**config.mk**
```make
export PLATFORM = sky130hd
export DESIGN_NAME = clk_throttle_ctrl
export DESIGN_NICKNAME = d
export VERILOG_FILES = /design/src/rtl/thr_pkg.sv /design/src/rtl/thr_ctl_regs.sv /design/src/rtl/thr_alarm_qual.sv /design/src/rtl/thr_frame_gen.sv /design/src/rtl/clk_throttle_ctrl.sv
export SDC_FILE = /design/constraint.sdc
export NUM_CORES = 1
export LEC_CHECK = 0
export ABC_AREA = 1
export BUFFER_PORTS_ARGS = -buffer_cell sky130_fd_sc_hd__buf_2
export CORE_MARGIN = 1
export CORE_UTILIZATION = 55
export CTS_CLUSTER_DIAMETER = 120
export DETAILED_ROUTE_END_ITERATION = 12
export GPL_TIMING_DRIVEN = 0
export PLACE_DENSITY = 0.78
export SLEW_MARGIN = 10
export SYNTH_ARGS = -nofsm -noshare
export SYNTH_HDL_FRONTEND = slang
export SYNTH_SLANG_ARGS = --single-unit
```
**constraint.sdc**
```tcl
create_clock -name pci_clk -period 2.1 [get_ports pci_clk]
set_input_delay 0.21 -clock pci_clk [delete_from_list [all_inputs] [get_ports pci_clk]]
set_output_delay 0.21 -clock pci_clk [all_outputs]
set_load 0.02 [all_outputs]
```
**src/rtl/thr_pkg.sv**
```systemverilog
package thr_pkg;

   // Stopped clocks per frame for a duty code; code zero maps to half the frame.
   function automatic int unsigned thr_on_clocks(input int unsigned code,
                                                 input int unsigned frame_len,
                                                 input int unsigned steps);
      if (code == 0) return frame_len / 2;
      return (steps - code) * (frame_len / steps);
   endfunction

endpackage

```
**src/rtl/thr_ctl_regs.sv**
```systemverilog
module thr_ctl_regs #(
   parameter int DUTY_W = 3
) (
   input  logic              clk,
   input  logic              rst_n,
   input  logic              duty_wr_en,
   input  logic [DUTY_W-1:0] duty_wdata,
   input  logic              force_wr_en,
   input  logic              force_wdata,
   output logic [DUTY_W-1:0] duty_q,
   output logic              duty_locked,
   output logic              force_q
);

   always_ff @(posedge clk or negedge rst_n) begin
      if (!rst_n) begin
         duty_q      <= '0;
         duty_locked <= 1'b0;
      end else if (duty_wr_en && !duty_locked) begin
         duty_q      <= duty_wdata;
         duty_locked <= 1'b1;
      end
   end

   always_ff @(posedge clk or negedge rst_n) begin
      if (!rst_n)           force_q <= 1'b0;
      else if (force_wr_en) force_q <= force_wdata;
   end

endmodule

```
**src/rtl/thr_alarm_qual.sv**
```systemverilog
module thr_alarm_qual #(
   parameter int SYNC_STAGES = 2,
   parameter int QUAL_TICKS  = 2
) (
   input  logic clk,
   input  logic rst_n,
   input  logic alarm_n_async,
   input  logic slow_tick,
   output logic alarm_qual
);

   localparam int QW = $clog2(QUAL_TICKS + 1);
   localparam logic [QW-1:0] QLIM = QW'(QUAL_TICKS);

   logic alarm_act;

   generate
      if (SYNC_STAGES == 0) begin : g_nosync
         assign alarm_act = !alarm_n_async;
      end else begin : g_sync
         logic [SYNC_STAGES-1:0] sync_q;
         always_ff @(posedge clk or negedge rst_n) begin
            if (!rst_n) sync_q <= '1;
            else        sync_q <= {sync_q[SYNC_STAGES-2:0], alarm_n_async};
         end
         assign alarm_act = !sync_q[SYNC_STAGES-1];
      end
   endgenerate

   logic [QW-1:0] qual_cnt;

   always_ff @(posedge clk or negedge rst_n) begin
      if (!rst_n)                           qual_cnt <= '0;
      else if (!alarm_act)                  qual_cnt <= '0;
      else if (slow_tick && qual_cnt != QLIM) qual_cnt <= qual_cnt + 1'b1;
   end

   assign alarm_qual = alarm_act && (qual_cnt == QLIM);

endmodule

```
**src/rtl/thr_frame_gen.sv**
```systemverilog
module thr_frame_gen #(
   parameter int FRAME_LEN = 1024,
   parameter int CNT_W     = 10
) (
   input  logic             clk,
   input  logic             rst_n,
   input  logic             want_throttle,
   input  logic [CNT_W-1:0] on_len,
   output logic [CNT_W-1:0] frame_cnt,
   output logic             boundary,
   output logic             frame_active,
   output logic             stop_req
);

   localparam logic [CNT_W-1:0] LAST = CNT_W'(FRAME_LEN - 1);

   logic [CNT_W-1:0] on_q;

   assign boundary = (frame_cnt == LAST);

   always_ff @(posedge clk or negedge rst_n) begin
      if (!rst_n) begin
         frame_cnt    <= '0;
         frame_active <= 1'b0;
         on_q         <= '0;
      end else begin
         frame_cnt <= boundary ? '0 : frame_cnt + 1'b1;
         if (boundary) begin
            frame_active <= want_throttle;
            on_q         <= on_len;
         end
      end
   end

   assign stop_req = frame_active && (frame_cnt < on_q);

endmodule

```
**src/rtl/clk_throttle_ctrl.sv**
```systemverilog
module clk_throttle_ctrl #(
   parameter int FRAME_LEN   = 1024,
   parameter int DUTY_W      = 3,
   parameter int QUAL_TICKS  = 2,
   parameter int SYNC_STAGES = 2
) (
   input  logic              pci_clk,
   input  logic              pci_rst_n,
   input  logic              duty_wr_en,
   input  logic [DUTY_W-1:0] duty_wdata,
   input  logic              force_wr_en,
   input  logic              force_wdata,
   input  logic              thrm_alarm_n,
   input  logic              cpu_in_c0,
   input  logic              slow_tick,
   output logic [DUTY_W-1:0] duty_rd,
   output logic              force_rd,
   output logic              throttle_sts,
   output logic              stpclk_n,
   output logic              smi_pulse
);

   localparam int STEPS = 1 << DUTY_W;
   localparam int CNT_W = $clog2(FRAME_LEN);

   generate
      if (FRAME_LEN < 2 || (FRAME_LEN % STEPS) != 0) begin : g_bad_frame
         $error("FRAME_LEN must be at least 2 and a multiple of 2**DUTY_W");
      end
      if (QUAL_TICKS < 1) begin : g_bad_qual
         $error("QUAL_TICKS must be at least 1");
      end
      if (SYNC_STAGES == 1) begin : g_bad_sync
         $error("SYNC_STAGES must be 0 or at least 2");
      end
   endgenerate

   logic             duty_locked;
   logic             alarm_qual;
   logic [CNT_W-1:0] on_len;
   logic [CNT_W-1:0] frame_cnt;
   logic             boundary;
   logic             frame_active;
   logic             stop_req;
   logic             smi_q;

   thr_ctl_regs #(.DUTY_W(DUTY_W)) u_regs (
      .clk         (pci_clk),
      .rst_n       (pci_rst_n),
      .duty_wr_en  (duty_wr_en),
      .duty_wdata  (duty_wdata),
      .force_wr_en (force_wr_en),
      .force_wdata (force_wdata),
      .duty_q      (duty_rd),
      .duty_locked (duty_locked),
      .force_q     (force_rd)
   );

   thr_alarm_qual #(.SYNC_STAGES(SYNC_STAGES), .QUAL_TICKS(QUAL_TICKS)) u_qual (
      .clk           (pci_clk),
      .rst_n         (pci_rst_n),
      .alarm_n_async (thrm_alarm_n),
      .slow_tick     (slow_tick),
      .alarm_qual    (alarm_qual)
   );

   assign on_len = CNT_W'(thr_pkg::thr_on_clocks(32'(duty_rd), FRAME_LEN, STEPS));

   thr_frame_gen #(.FRAME_LEN(FRAME_LEN), .CNT_W(CNT_W)) u_frame (
      .clk           (pci_clk),
      .rst_n         (pci_rst_n),
      .want_throttle (force_rd || alarm_qual),
      .on_len        (on_len),
      .frame_cnt     (frame_cnt),
      .boundary      (boundary),
      .frame_active  (frame_active),
      .stop_req      (stop_req)
   );

   always_ff @(posedge pci_clk or negedge pci_rst_n) begin
      if (!pci_rst_n) smi_q <= 1'b0;
      else            smi_q <= boundary && !frame_active && alarm_qual && !force_rd;
   end

   assign smi_pulse    = smi_q;
   assign stpclk_n     = !(stop_req && cpu_in_c0);
   assign throttle_sts = frame_active && cpu_in_c0;

endmodule

```
==> After elaboration in Yosys (flattened, before gate mapping) <==
Cells that the tools add are included.
{ "totals": {"input_bits": 11, "word_cells": 39, "register_bits": 31} }
{ "classes": {"n_eq_ne": 3, "n_reduce_logical": 17, "n_mux": 6, "n_lt_le_gt_ge": 1, "add_sub_neg": 3} }
{ "ops": {"columns": ["op", "count"], "rows": [
  ["$mux W10", 3],
  ["$add A10 B1 Y10 const B", 1],
  ["$eq A10 B10 Y1 const B", 1],
  ["$lt A10 B10 Y1", 1],
  ["$logic_and A1 B1 Y1", 9],
  ["$logic_not A1 Y1", 5],
  ["$mux W2", 2],
  ["$logic_not A3 Y1", 1],
  ["$sub A1 B3 Y3 const A", 1],
  ["$add A2 B1 Y2 const B", 1],
  ["$eq A2 B2 Y1 const B", 1],
  ["$ne A2 B2 Y1 const B", 1],
  ["$reduce_bool A2 Y1", 1],
  ["$logic_or A1 B1 Y1", 1],
  ["$mux W1", 1]
]} }

==> Depth between registers and ports, before layout <==
{ "logic_depth": {"ltp_word": 4, "depth_mapped": 7} }

==> Modules after synthesis <==
Synthesis repeated with hierarchy kept, for this count alone.
{ "unflattened": {"cells_unflattened": 219, "area_unflattened_um2": 1711.6} }
{ "by_module_without_submodules": {"columns": ["module", "instances", "cells_per_inst", "area_each_um2"], "rows": [
  ["thr_frame_gen", 1, 159, 1231.2],
  ["thr_ctl_regs", 1, 20, 188.9],
  ["thr_alarm_qual", 1, 21, 182.7],
  ["clk_throttle_ctrl", 1, 19, 108.9]
]} }

==> Least setup slack after synthesis <==
No wires, ideal clock.
{ "synth_path": {"path_type": "register -> output", "startpoint": "register u_frame.frame_cnt[9]", "endpoint": "output stpclk_n", "path_stages_with_launch": 4, "n_path_buf": 0, "t_arrival_ns": 1.043, "setup_slack_ns": 0.847, "t_required_ns": 1.890, "path_cell_list": "dfrtp_1 -> ha_1 -> a21oi_1 -> nand4_1"} }
{ "synth_between": {"elab_chain_cells": 4} }
{ "synth_rtl": {"columns": ["item", "line", "rtl"], "rows": [
  ["start, declared", "thr_frame_gen.sv:9", "output logic [CNT_W-1:0] frame_cnt,"],
  ["start signal, assigned", "thr_frame_gen.sv:27", "frame_cnt <= boundary ? '0 : frame_cnt + 1'b1;"],
  ["$lt A10 B10 Y1", "thr_frame_gen.sv:35", "assign stop_req = frame_active && (frame_cnt < on_q);"],
  ["$logic_and A1 B1 Y1", "thr_frame_gen.sv:35", null],
  ["$logic_and A1 B1 Y1", "clk_throttle_ctrl.sv:86", "assign stpclk_n = !(stop_req && cpu_in_c0);"],
  ["$logic_not A1 Y1", "clk_throttle_ctrl.sv:86", null],
  ["end, declared", "clk_throttle_ctrl.sv:19", "output logic stpclk_n,"]
]} }
No other way between the ends.

==> Worst setup path after layout <==
Ends and elaborated chain as after synthesis.

==> impl_metrics.yaml <==
cells_and_area:
  multiInputGateArea_sq_um: 425
  insertedDiodeCount: 0
  drive_gt1_share_pct: 23.9
  final_util_pct: 70.7
  seq_area_sq_um: 603
  final_cell_area_sq_mm: 0.00127
  area_growth_pct: 14.6
  final_cells: 167
  layout.nets: 159
  nFillCells: 137
synth:
  synthMuxAreaShare_pct: 1.01
  post_synth_instance_area_sq_mm: 0.00111
  synth-simple-area-share_pct: 21.2
  syn-num-nets: 135
  synthAdderAreaFrac_pct: 5.63
  syn_avg_cell_area_sq_um: 9.34
  synth_compound_gate_area_share_pct: 8.90
  yosys.area.top_type: "dfrtp_1"
  synth_top_family_by_area: "simple AND/OR/NAND/NOR gates"
  ys_ff_latch: 24
  synthTopCellsByArea: "dfrtp_1 (50%), nand2_1 (7.8%), inv_1 (6.4%), ha_1 (5.6%), a21oi_1 (5.4%)"
  yosys_warnings: 0
  yosysTopAreaCellShare_pct: 49.5
  ys_seq_area_share_pct: 54.3
  yosysUniqueCellTypes: 19
  synthCells: 119
  synth_xor_xnor_area_share_pct: 1.58
timing:
  grt_setup_unrepaired: "no"
  slew_headroom_pct: 65.9
  fin_ws_ns: 0.413
  tns_ns: 0
  period_minus_slack_ns: 1.69
  fin_crit_sh_pct: 80.3
  worstMarginPinSlew_ns: 0.511
  hold_slack_ns: 0.134
  setup_viol: 0
  finalMaxSlewViolations: 0
  hold_violations: 0
  fin_skew_ns: 0.00612
  timing.fmax_ghz: 0.593
cts:
  cts.reportedPaths.clkPinSlew_ns: 0.11
  cts_root_buffer: "clkbuf_4"
  cts_buffers: 3
  clk_latency_ns: 0.31
  clk_path_buf_depth: 2
  cts_tree: "done"
  h-tree-depth: 1
  post_cts_buffers: 0
  cts_sinks: 24
floorplanning:
  core_sq_mm: 0.00180
  initial_core_util_pct: 61.7
  die_h_um: 46.9
  row_count: 15
  dieArea_sq_mm: 0.00220
  chipWidth_um: 46.9
  pin_count: 18
worst_setup_path:
  rrSetupSlack_ns: 0.76
  worstPathArrival_ns: 1.48
  worst-setup-path-type: "register to output pin"
  required_ns: 1.89
  crit_fanout: 3
  critPathCaptureType: "output pin"
  critPathLaunchType: "register"
global_routing:
  grt_pass1_vias: 718
  grt_pass1_wl_um: 2850
  grt-ovfl-total: 0
  antenna_found_initial: 0
  grt_usage_pct: 18.7
  grt_start_max_net_pins: 25
status:
  status: "finished clean"
power_and_ir_drop:
  power_frac_comb_pct: 5.7
  pwr_density_cell_mw_per_mm2: 563
  finalPower_uw: 717
  pwr-share-clk_pct: 28.0
  ir_worst_vdd_mv: 0.472
  power.leakage_nw: 0.679
  internal-power_uw: 562
  seqPwrFrac_pct: 66.3
  p_sw_share_pct: 21.5
  p_switching_uw: 154
place:
  dp_worst_setup_slack_ns: 0.743
  dpl.hpwl_um: 1270
  dp.cells: 161
  place_area_sq_mm: 0.00123
  gp_congestion: 0.754
  io_buffers: 17
drt:
  totalWireLength_um: 1670
  route.detailed.drc: 0
  postRouteAntennaNets: 0
  firstDrtPassIters: 4
  drtIter0Drc: 15
  avgViaCountPerCell: 4.92
  wire_per_inst_um: 10.0
  vias: 821
flow_run:
  maxCapViolCount: 0
hold_path:
  hp-class: "primary input to register"
[per-layer routing]
layer / vias to the layer above / share of wire [%] / GRT usage [%]
li1: 420 / - / -
met2: 15 / 48 / 30.0
met5: - / 0 / 0
met4: 0 / 1.1 / 10.3
met3: 4 / 2.4 / 2.31
met1: 382 / 48 / 24.9
[worst paths after layout]
path / to / startpoint / cells past startpoint
setup / recovery: stpclk_n / u_frame.frame_cnt[9]$_DFF_PN0_ / 4
hold / removal: u_regs.force_q$_DFFE_PN0P_ / force_wdata / 2
setup reg to reg: u_frame.on_q[8]$_DFFE_PN0N_ / u_frame.frame_cnt[0]$_DFF_PN0_ / 7
hold reg to reg: u_qual.g_sync.sync_q[1]$_DFF_PN1_ / u_qual.g_sync.sync_q[0]$_DFF_PN1_ / 0
max in group asynchronous: u_qual.g_sync.sync_q[1]$_DFF_PN1_ / pci_rst_n / 2
min in group asynchronous: u_frame.frame_cnt[6]$_DFF_PN0_ / pci_rst_n / 2
[registers in the layout, summed over array words and instances, names as in the netlist]
name and cells:
u_regs.duty_q 3, u_frame.frame_active 1, u_qual.g_sync.sync_q 2, u_qual.qual_cnt 2, u_regs.force_q 1, u_frame.on_q 3, u_frame.frame_cnt 10, smi_pulse 1
u_regs.duty_locked 1
[cells in the final DEF (no fill, tap or decap), types with 2 or more instances in the layout]
cell type | synthesis | layout
dlygate4sd3_1 | 0 | 2
nand2_2 | 3 | 3
a21oi_1 | 12 | 12
buf_2 | 0 | 17
nand2_1 | 23 | 23
nor2_4 | 2 | 2
nor2_1 | 14 | 14
dfstp_2 | 2 | 2
xor2_1 | 2 | 2
inv_1 | 19 | 19
dfrtp_1 | 22 | 22
ha_1 | 5 | 5
o21ai_2 | 3 | 3
nand3_1 | 5 | 5
clkbuf_4 | 0 | 3
[final cells by class]
type                       instances  share of cell area (%)
buffer                             1                   0.884
clock buffer                       4                    2.06
inverter                          19                    5.60
multi-input combinational         75                    33.4
sequential                        24                    47.3
tap                               25                    2.46
timing repair buffer              19                    8.25
[cell families (layout without fill, tap and decap cells)]
group | after synthesis | after routing
AO/OA/AOI/OAI | 17 | 17
buffers and inverters | 20 | 43
AND/OR/NAND/NOR | 50 | 50
multiplexers | 1 | 1
adder cells (fa/ha/maj) | 5 | 5
flip-flops | 24 | 24
XOR/XNOR | 2 | 2
[critical path, cell delays in order (launching register included)]
cell and delay (ns):
dfrtp_1 0.42, ha_1 0.32, a21oi_1 0.16, nand4_1 0.10, buf_2 0.17
[power by group through the flow]
| stage | registers (mW) | clock network, mW | logic [mW] |
|---|---|---|---|
| 3_3_place_gp | 0.483 | 0 | 0.0377 |
| 2_1_floorplan | 0.486 | 0 | 0.0145 |
| 6_report | 0.475 | 0.200 | 0.0411 |
| 3_5_place_dp | 0.484 | 0 | 0.0395 |
| 4_1_cts | 0.475 | 0.207 | 0.0424 |
| 5_1_grt | 0.476 | 0.220 | 0.0481 |
[cells in the mapped netlist]
cell / number
mux2_2: 1
nor2_2: 1
o21ai_2: 3
dfstp_2: 2
inv_1: 19
nand2_1: 23
a21oi_1: 12
o21ai_0: 1
nor2_1: 14
xor2_1: 2
dfrtp_1: 22
buf_6: 1
nand3_1: 5
nand4_1: 1
nor2_4: 2
nand3_4: 1
nand2_2: 3
o31ai_1: 1
ha_1: 5
[what timing repair did]
action / in CTS / in global routing
hold endpoints to repair: 23 / 0
hold buffers: 2 / 0
resized for setup: 0 / 0
Power figures use the tool's default switching activity.
